### src/rtl/exc_seq_pkg.sv
package exc_seq_pkg;

   typedef enum logic [1:0] {
      ACT_NONE = 2'd0,
      ACT_IRQ  = 2'd1,
      ACT_FIQ  = 2'd2,
      ACT_RET  = 2'd3
   } act_e;

   function automatic logic act_is_entry(input act_e a);
      return (a == ACT_IRQ) || (a == ACT_FIQ);
   endfunction

endpackage

### src/rtl/exc_req_arb.sv
module exc_req_arb
   import exc_seq_pkg::*;
#(
   parameter bit HAS_FIQ = 1'b1
) (
   input  logic irq_i,
   input  logic fiq_i,
   input  logic ret_i,
   input  logic irq_mask_i,
   input  logic fiq_mask_i,
   input  logic blocked_i,
   output act_e act_o
);

   logic irq_live;
   logic fiq_live;

   assign irq_live = irq_i & ~irq_mask_i;

   generate
      if (HAS_FIQ) begin : g_fiq
         assign fiq_live = fiq_i & ~fiq_mask_i;
      end else begin : g_nofiq
         logic unused_fiq;
         assign unused_fiq = fiq_i ^ fiq_mask_i;
         assign fiq_live   = 1'b0;
      end
   endgenerate

   always_comb begin
      act_o = ACT_NONE;
      if (!blocked_i) begin
         if (ret_i)         act_o = ACT_RET;
         else if (fiq_live) act_o = ACT_FIQ;
         else if (irq_live) act_o = ACT_IRQ;
      end
   end

endmodule

### src/rtl/exc_vec_gen.sv
module exc_vec_gen
   import exc_seq_pkg::*;
#(
   parameter int                ADDR_W   = 32,
   parameter logic [ADDR_W-1:0] VEC_BASE = '0,
   parameter logic [ADDR_W-1:0] IRQ_OFS  = ADDR_W'('h18),
   parameter logic [ADDR_W-1:0] FIQ_OFS  = ADDR_W'('h1C)
) (
   input  act_e              act_i,
   input  logic [ADDR_W-1:0] lr_i,
   output logic [ADDR_W-1:0] pc_o
);

   localparam logic [ADDR_W-1:0] IRQ_VEC = VEC_BASE + IRQ_OFS;
   localparam logic [ADDR_W-1:0] FIQ_VEC = VEC_BASE + FIQ_OFS;

   always_comb begin
      unique case (act_i)
         ACT_IRQ: pc_o = IRQ_VEC;
         ACT_FIQ: pc_o = FIQ_VEC;
         ACT_RET: pc_o = lr_i;
         default: pc_o = '0;
      endcase
   end

endmodule

### src/rtl/exc_stat_build.sv
module exc_stat_build
   import exc_seq_pkg::*;
#(
   parameter int                STAT_W   = 32,
   parameter int                MODE_LSB = 0,
   parameter int                MODE_W   = 5,
   parameter int                T_BIT    = 5,
   parameter int                F_BIT    = 6,
   parameter int                I_BIT    = 7,
   parameter logic [MODE_W-1:0] MODE_IRQ = 5'h12,
   parameter logic [MODE_W-1:0] MODE_FIQ = 5'h11
) (
   input  act_e              act_i,
   input  logic [STAT_W-1:0] stat_i,
   input  logic [STAT_W-1:0] saved_i,
   output logic [STAT_W-1:0] stat_o
);

   always_comb begin
      stat_o = stat_i;
      unique case (act_i)
         ACT_IRQ: begin
            stat_o[MODE_LSB +: MODE_W] = MODE_IRQ;
            stat_o[I_BIT]              = 1'b1;
            stat_o[T_BIT]              = 1'b0;
         end
         ACT_FIQ: begin
            stat_o[MODE_LSB +: MODE_W] = MODE_FIQ;
            stat_o[I_BIT]              = 1'b1;
            stat_o[F_BIT]              = 1'b1;
            stat_o[T_BIT]              = 1'b0;
         end
         ACT_RET: stat_o = saved_i;
         default: stat_o = stat_i;
      endcase
   end

endmodule

### src/rtl/exc_seq.sv
module exc_seq
   import exc_seq_pkg::*;
#(
   parameter int                STAT_W   = 32,
   parameter int                ADDR_W   = 32,
   parameter int                MODE_LSB = 0,
   parameter int                MODE_W   = 5,
   parameter int                T_BIT    = 5,
   parameter int                F_BIT    = 6,
   parameter int                I_BIT    = 7,
   parameter logic [MODE_W-1:0] MODE_IRQ = 5'h12,
   parameter logic [MODE_W-1:0] MODE_FIQ = 5'h11,
   parameter logic [ADDR_W-1:0] VEC_BASE = '0,
   parameter logic [ADDR_W-1:0] IRQ_OFS  = ADDR_W'('h18),
   parameter logic [ADDR_W-1:0] FIQ_OFS  = ADDR_W'('h1C),
   parameter bit                HAS_FIQ  = 1'b1
) (
   input  logic              clk,
   input  logic              rst_n,
   input  logic              irq_req,
   input  logic              fiq_req,
   input  logic              ret_req,
   input  logic [STAT_W-1:0] cur_stat,
   input  logic [ADDR_W-1:0] cur_pc,
   input  logic [ADDR_W-1:0] cur_lr,
   input  logic [STAT_W-1:0] cur_saved,
   output logic              busy,
   output logic              stat_we,
   output logic [STAT_W-1:0] stat_wd,
   output logic              saved_we,
   output logic [STAT_W-1:0] saved_wd,
   output logic              link_we,
   output logic [ADDR_W-1:0] link_wd,
   output logic              bank_fiq,
   output logic              pc_we,
   output logic [ADDR_W-1:0] pc_wd
);

   localparam int MODE_MSB = MODE_LSB + MODE_W - 1;

   generate
      if (MODE_MSB >= STAT_W) begin : g_bad_mode
         $error("exc_seq: mode field exceeds status width");
      end
      if (T_BIT >= STAT_W || F_BIT >= STAT_W || I_BIT >= STAT_W) begin : g_bad_bit
         $error("exc_seq: mask or state bit outside status word");
      end
      if ((T_BIT >= MODE_LSB && T_BIT <= MODE_MSB) ||
          (F_BIT >= MODE_LSB && F_BIT <= MODE_MSB) ||
          (I_BIT >= MODE_LSB && I_BIT <= MODE_MSB)) begin : g_bad_overlap
         $error("exc_seq: control bit overlaps mode field");
      end
      if (MODE_IRQ == MODE_FIQ) begin : g_bad_codes
         $error("exc_seq: interrupt mode codes must differ");
      end
   endgenerate

   act_e              act_d, act_q;
   logic [STAT_W-1:0] stat_d, stat_q;
   logic [STAT_W-1:0] saved_q;
   logic [ADDR_W-1:0] link_q;
   logic [ADDR_W-1:0] pc_d, pc_q;
   logic              in_flight;

   assign in_flight = (act_q != ACT_NONE);

   exc_req_arb #(
      .HAS_FIQ (HAS_FIQ)
   ) u_arb (
      .irq_i      (irq_req),
      .fiq_i      (fiq_req),
      .ret_i      (ret_req),
      .irq_mask_i (cur_stat[I_BIT]),
      .fiq_mask_i (cur_stat[F_BIT]),
      .blocked_i  (in_flight),
      .act_o      (act_d)
   );

   exc_stat_build #(
      .STAT_W   (STAT_W),
      .MODE_LSB (MODE_LSB),
      .MODE_W   (MODE_W),
      .T_BIT    (T_BIT),
      .F_BIT    (F_BIT),
      .I_BIT    (I_BIT),
      .MODE_IRQ (MODE_IRQ),
      .MODE_FIQ (MODE_FIQ)
   ) u_stat (
      .act_i   (act_d),
      .stat_i  (cur_stat),
      .saved_i (cur_saved),
      .stat_o  (stat_d)
   );

   exc_vec_gen #(
      .ADDR_W   (ADDR_W),
      .VEC_BASE (VEC_BASE),
      .IRQ_OFS  (IRQ_OFS),
      .FIQ_OFS  (FIQ_OFS)
   ) u_vec (
      .act_i (act_d),
      .lr_i  (cur_lr),
      .pc_o  (pc_d)
   );

   always_ff @(posedge clk) begin
      if (!rst_n) begin
         act_q   <= ACT_NONE;
         stat_q  <= '0;
         saved_q <= '0;
         link_q  <= '0;
         pc_q    <= '0;
      end else begin
         act_q <= act_d;
         if (act_d != ACT_NONE) begin
            stat_q <= stat_d;
            pc_q   <= pc_d;
         end
         if (act_is_entry(act_d)) begin
            saved_q <= cur_stat;
            link_q  <= cur_pc;
         end
      end
   end

   assign busy     = act_is_entry(act_q);
   assign stat_we  = in_flight;
   assign pc_we    = in_flight;
   assign saved_we = act_is_entry(act_q);
   assign link_we  = act_is_entry(act_q);
   assign bank_fiq = (act_q == ACT_FIQ);
   assign stat_wd  = stat_q;
   assign saved_wd = saved_q;
   assign link_wd  = link_q;
   assign pc_wd    = pc_q;

endmodule

### config.mk
export PLATFORM = sky130hd
export DESIGN_NAME = exc_seq
export DESIGN_NICKNAME = d
export VERILOG_FILES = /design/src/rtl/exc_seq_pkg.sv /design/src/rtl/exc_req_arb.sv /design/src/rtl/exc_vec_gen.sv /design/src/rtl/exc_stat_build.sv /design/src/rtl/exc_seq.sv
export SDC_FILE = /design/constraint.sdc
export NUM_CORES = 1
export LEC_CHECK = 0
export ABC_CLOCK_PERIOD_IN_PS = 2650
export CAP_MARGIN = 10
export CORE_MARGIN = 2
export CORE_UTILIZATION = 40
export DETAILED_ROUTE_END_ITERATION = 6
export PLACE_DENSITY = 0.92
export SYNTH_ARGS = -nofsm -noshare
export SYNTH_HDL_FRONTEND = slang
export SYNTH_SLANG_ARGS = --single-unit
### constraint.sdc
create_clock -name clk -period 2.65 [get_ports clk]
set_input_delay 0.3975 -clock clk [delete_from_list [all_inputs] [get_ports clk]]
set_output_delay 0.3975 -clock clk [all_outputs]
set_load 0.03 [all_outputs]
==> results of run 1 <==
state kept, by name (all words and copies together) (netlist names):
register,cells
link_wd,32
pc_wd,32
act_q,2
stat_wd,32
saved_wd,32
cell families after synthesis:
family	share of synthesized area (%)
flip-flops	48.5
AO/OA/AOI/OAI	13.0
buffers and inverters	5.27
multiplexers	16.6
adder cells (fa/ha/maj)	1.63
AND/OR/NAND/NOR	14.9
placed cells by master (no fill, tap or decap), drive strengths merged, types with 4 or more instances in the layout:
cell type      Yosys  final
a21oi              5      5
mux2i             89     89
buf               27     20
nor2b             98     98
clkbuf            17     22
ha                 7      7
o211a             28     28
inv                5      5
clkdlybuf4s50      0    265
nand2             30     30
and2               4      4
a22oi             28     28
nand2b             4      4
bufinv             0      4
o21ai              7      7
dfxtp            130    130
worst paths after layout:
kind,start,to,slack [ns],cells past startpoint
worst max-delay path,irq_req,stat_wd[5],0.37,8
worst max register to register,act_q[0],saved_wd[16],0.49,7
worst min-delay path,stat_wd[7],stat_wd[7],0.48,2
worst min register to register,stat_wd[7],stat_wd[7],0.48,2
tightest hold or removal path, stage by stage, from the launching register on:
cell and delay (ns):
dfxtp_1 0.31, nand2_1 0.06, a21boi_0 0.06
routing by layer:
layer / track usage [%] / vias to the layer above / share of wire [%]
li1: - / 2259 / -
met3: 7.84 / 30 / 7.5
met4: 10.4 / 0 / 2.8
met2: 38.7 / 172 / 50
met1: 22.5 / 2100 / 39
met5: 0 / - / 0
stage by stage:
stage	util [%]	setup TNS, ns
6_report	67.3	0
5_1_grt	67.3	0
4_1_cts	67.3	0
3_5_place_dp	62.6	-0.0380
3_3_place_gp	62.6	0
2_1_floorplan	-	0
report_power, final:
part / switching, mW / internal, mW / leakage, nW
Combinational: 1.04 / 0.978 / 2.28
Sequential: 0.108 / 2.17 / 1.07
Clock: 0.845 / 1.64 / 0.302
Total: 1.99 / 4.79 / 3.65
layout make-up:
cell class | instances | area share, %
clock buffers | 22 | 5.34
clock inverters | 9 | 1.73
inverters | 5 | 0.211
multi-input cells | 322 | 28.1
flip-flops and latches | 130 | 29.3
well taps | 176 | 2.48
repair buffers | 285 | 32.8
==> key figures, run 1 <==
Run status
  • Status: finished clean

Routing
  • Vias per cell: 4.81
  • Post-Route WL: 15500 um
  • Drt drc: 0
  • Wire length per cell: 16.3 um
  • Routed Antenna Nets: 0
  • DRT Pass-1 Iters: 5
  • Initial drt markers: 146
  • Via count: 4561

Synthesis
  • Commonest cells post-synth: dfxtp_1 (130), nor2b_1 (97), mux2i_1 (89)
  • Flops & latches, synth: 130
  • Post-synth EDFFs: 0
  • Avg Cell Area, Syn: 10.7 um2
  • YS warnings: 0
  • Area leader, netlist: dfxtp_1
  • Syn Std Cell Area: 5370 um2
  • Sequential fraction of the synthesis area: 48.5%
  • Main synth FF type: dfxtp_1
  • Post-synth cell types: 31
  • Area contributors post-synth: dfxtp_1 (49%), mux2i_1 (17%), nor2b_1 (11%)
  • Most common cell in the netlist: dfxtp_1
  • Mapped Cells: 501
  • Top cell type's share of synthesized area: 48.5%
  • Syn nets: 641
  • Post-synthesis async set-or-reset flop share: 0%

Clock tree
  • # hold bufs at CTS: 0
  • Post-CTS sizing: 0
  • CTS tree: done
  • H-tree depth: 4
  • Reg clk slew, reported paths: 0.06 ns
  • Worst skew pair latency: 0.41 ns
  • Root Driver: clkbuf_16
  • Clk sink count: 130
  • Clk buf depth: 2
  • CTS Buf Count: 17
  • Number of setup buffers added after CTS: 0

Min path
  • Hold WC Path Type: flop to flop

STA
  • Worst-Margin Slew: 0.749 ns
  • Slew Viols, Final: 0
  • Post-layout min period: 2.28 ns
  • Final period utilization: 86.1%
  • RSZ-0062 raised after global routing: no
  • Setup ws final: 0.367 ns
  • Worst Hold Margin: 0.476 ns
  • Post-Route Skew: 0.00390 ns
  • Endpoints failing hold: 0
  • Normalized max-slew margin: 50.0%
  • Count of final setup violators: 0
  • Fmax: 438 MHz

Layout
  • Multi-input logic area: 2490 um2
  • Fillers: 978
  • Area delta synth->final: 65.5%
  • Nets: 901
  • Register area: 2600 um2
  • Final instance area: 8880 um2
  • ANT cells: 0
  • Layout cells sized above 1: 6.86%
  • Non-Filler Instances: 949

Global route
  • GRT Util Overall: 21.7%
  • Largest net degree at the start of global routing: 82
  • Total gr overflow: 0
  • First-pass GRT wire length: 24100 um
  • Initial antenna violation count: 0
  • Vias in the first global route: 4712

Setup path
  • Crit path launch type: primary input
  • Worst path required time: 2.96 ns
  • Crit path DAT: 2.59 ns
  • CP Capture Type: flop
  • Worst path top cell family by delay: compound AO/OA/AOI/OAI gates
  • Slowest-stage cell, CP: o21ai_0
  • CP Class: primary input to flop
  • WP buf/inv: 1
  • CP Max Fanout: 7
  • Critical path, cell by cell: clkdlybuf4s50_1, nor2b_1, and2_1, o21ai_0, ha_1, nor2b_1, a221o_1, o211a_1
  • CP max stage delay: 0.47 ns
  • CP most frequent cell: nor2b_1

Power and ir drop
  • PD cells: 764 nW/um2
  • Final Power: 6.78 mW
  • Worst VDD drop: 0.453 mV
  • Static Leak: 3.65 nW

Place
  • Final GP Congestion: 0.789
  • Placed insts: 918
  • Placement Cell Area: 8250 um2
  • Buffers on Ports: 266
  • DP Worst Slack: -0.0126 ns
  • HPWL after DPL: 11000 um

Floorplan
  • Row count: 42
  • Core area: 13200 um2
  • Die Area: 14400 um2
  • Die Wd: 120 um
  • Num ports: 267
  • Initial core utilization: 40.7%
  • Die height: 120 um

Job
  • Max-Cap Viols: 0
Power figures use the tool's default switching activity.
==> run 2: changes to the inputs <==
--- a/config.mk
+++ b/config.mk
@@ -5,12 +5,12 @@
 export SDC_FILE = /design/constraint.sdc
 export NUM_CORES = 1
 export LEC_CHECK = 0
-export ABC_CLOCK_PERIOD_IN_PS = 2650
+export ABC_CLOCK_PERIOD_IN_PS = 2100
 export CAP_MARGIN = 10
 export CORE_MARGIN = 2
-export CORE_UTILIZATION = 40
+export CORE_UTILIZATION = 36
 export DETAILED_ROUTE_END_ITERATION = 6
-export PLACE_DENSITY = 0.92
+export PLACE_DENSITY = 0.88
 export SYNTH_ARGS = -nofsm -noshare
 export SYNTH_HDL_FRONTEND = slang
 export SYNTH_SLANG_ARGS = --single-unit
==> constraint.sdc (replaced) <==
create_clock -name clk -period 2.1 [get_ports clk]
set_input_delay 0.315 -clock clk [delete_from_list [all_inputs] [get_ports clk]]
set_output_delay 0.315 -clock clk [all_outputs]
set_load 0.03 [all_outputs]
==> key figures, run 2 (same netlist as run 1, synthesis figures left out) <==
Global route
  • Largest net degree at the start of global routing: 56
  • First-pass GRT wire length: 25000 um
  • GRT Util Overall: 19.8%
  • Initial antenna violation count: 0
  • Total gr overflow: 0
  • Vias in the first global route: 4845

Clock tree
  • # hold bufs at CTS: 0
  • Worst skew pair latency: 0.41 ns
  • Root Driver: clkbuf_16
  • CTS Buf Count: 17
  • Clk sink count: 130
  • Reg clk slew, reported paths: 0.05 ns
  • H-tree depth: 4
  • CTS tree: done
  • Clk buf depth: 2

Floorplan
  • Die height: 126 um
  • Num ports: 267
  • Die Wd: 126 um
  • Die Area: 15900 um2
  • Row count: 44
  • Core area: 14500 um2
  • Initial core utilization: 36.9%

Routing
  • Wire length per cell: 17.0 um
  • Post-Route WL: 16600 um
  • Drt drc: 0
  • Routed Antenna Nets: 0
  • Initial drt markers: 226
  • DRT Pass-1 Iters: 4
  • Via count: 4750
  • Vias per cell: 4.88

Setup path
  • CP most frequent cell: and2_1
  • CP Max Fanout: 4
  • Critical path, cell by cell: clkdlybuf4s50_1, nand2b_1, and2_1, o21a_1, buf_4, ha_1, a2111oi_1, o31ai_1, and2_1
  • WP buf/inv: 2
  • Worst path top cell family by delay: compound AO/OA/AOI/OAI gates
  • Worst path required time: 2.39 ns
  • Crit path launch type: primary input
  • CP Class: primary input to flop
  • CP Capture Type: flop
  • Worst r2r src: act_q[0]
  • Slowest-stage cell, CP: clkdlybuf4s50_1
  • Reg2reg setup slack: 0.15 ns
  • FF-to-FF End: stat_wd[4]
  • CP max stage delay: 0.49 ns
  • Crit path DAT: 2.34 ns
  • R2r worst-path depth: 9

Min path
  • Hold_sp: rst_n
  • Hold WC Path Type: primary input to flop
  • WHS Endpoint: stat_wd[29]
  • Hold Crit Depth: 2

Layout
  • Multi-input logic area: 2510 um2
  • Layout cells sized above 1: 8.62%
  • Fillers: 1185
  • Commonest non-fill, non-tap cell in the layout: clkdlybuf4s50_1
  • Register area: 2600 um2
  • Most used cells in the layout excluding fill and tap cells: clkdlybuf4s50_1 (260), dfxtp_1 (130), nor2b_1 (97), mux2i_1 (89), nand2_1 (30)
  • Area delta synth->final: 68.7%
  • Non-Filler Instances: 973
  • ANT cells: 0
  • Nets: 918

STA
  • Normalized max-slew margin: 75.8%
  • Fmax: 489 MHz
  • Count of final setup violators: 0
  • Final period utilization: 97.3%
  • Post-Route Skew: 0.00461 ns
  • Endpoints failing hold: 0
  • Slew Viols, Final: 0
  • Post-layout min period: 2.04 ns
  • Worst Hold Margin: 0.353 ns
  • Worst-Margin Slew: 0.362 ns

Place
  • Buffers on Ports: 266
  • Final GP Congestion: 0.782
  • HPWL after DPL: 11700 um
  • Placed insts: 937

Power and ir drop
  • PD cells: 937 nW/um2
  • Static Leak: 3.76 nW
  • Worst VDD drop: 0.507 mV
  • Final Power: 8.48 mW

Job
  • Max-Cap Viols: 0

Run status
  • Status: finished clean
==> run 2: cell count changes in the layout (fill, tap and decap cells not counted), sizes merged, moves of 2 or more <==
cell,delta
buf,+12
dlygate4sd2,+5
clkinv,-2
clkdlybuf4s50,-5
bufinv,-2
clkbuf,+9
==> run 2: how the worst max path moves through the flow <==
stage	endpoint	slack, ns	start	depth (start not counted)
floorplan	stat_wd[4]	0.19	act_q[0]	10
global placement	stat_wd[2]	-0.31	cur_stat[6]	9
detailed placement	stat_wd[5]	-0.39	cur_stat[6]	9
CTS	stat_wd[5]	0.04	cur_stat[6]	9
global route	stat_wd[4]	-0.004	cur_stat[6]	9
finish	stat_wd[4]	0.06	cur_stat[6]	9
==> run 2: what timing repair did <==
| action | in CTS | in global routing |
|---|---|---|
| buffers inserted | 0 | 2 |
| gates resized for setup | 5 | 5 |
| cloned | 0 | 4 |
| setup endpoints to repair | 5 | 72 |
| pin swaps | 0 | 1 |
==> run 2: final cells by class <==
cell class                      count  share of cell area [%]
Multi-Input combinational cell    322                    27.7
Clock buffer                       26                    5.63
Clock inverter                      4                   0.802
Sequential cell                   130                    28.8
Timing Repair Buffer              302                    34.4
Tap cell                          184                    2.54
Inverter                            5                   0.207
==> run 2: layer usage <==
layer / wire [um] / share of wire, % / track usage, %
met1: 6840 / 41 / 22.4
met2: 8000 / 48 / 34.2
met3: 1460 / 8.8 / 7.90
met4: 267 / 1.6 / 6.27
met5: 0 / 0 / 0
==> run 2: stage by stage <==
stage / util (%) / TNS [ns] / area [um2] / setup slack [ns]
floorplan: - / 0 / 5370 / 0.195
global placement: 57.3 / -30.43 / 8330 / -0.315
detailed placement: 57.3 / -36.63 / 8330 / -0.393
CTS: 61.3 / 0 / 8910 / 0.0359
global route: 62.3 / -0.00595 / 9050 / -0.00353
finish: 62.3 / 0 / 9050 / 0.0557
==> run 2: power by group <==
| part | switching [mW] | internal, mW |
|---|---|---|
| Combinational | 1.36 | 1.34 |
| Sequential | 0.138 | 2.74 |
| Clock | 1.00 | 1.89 |
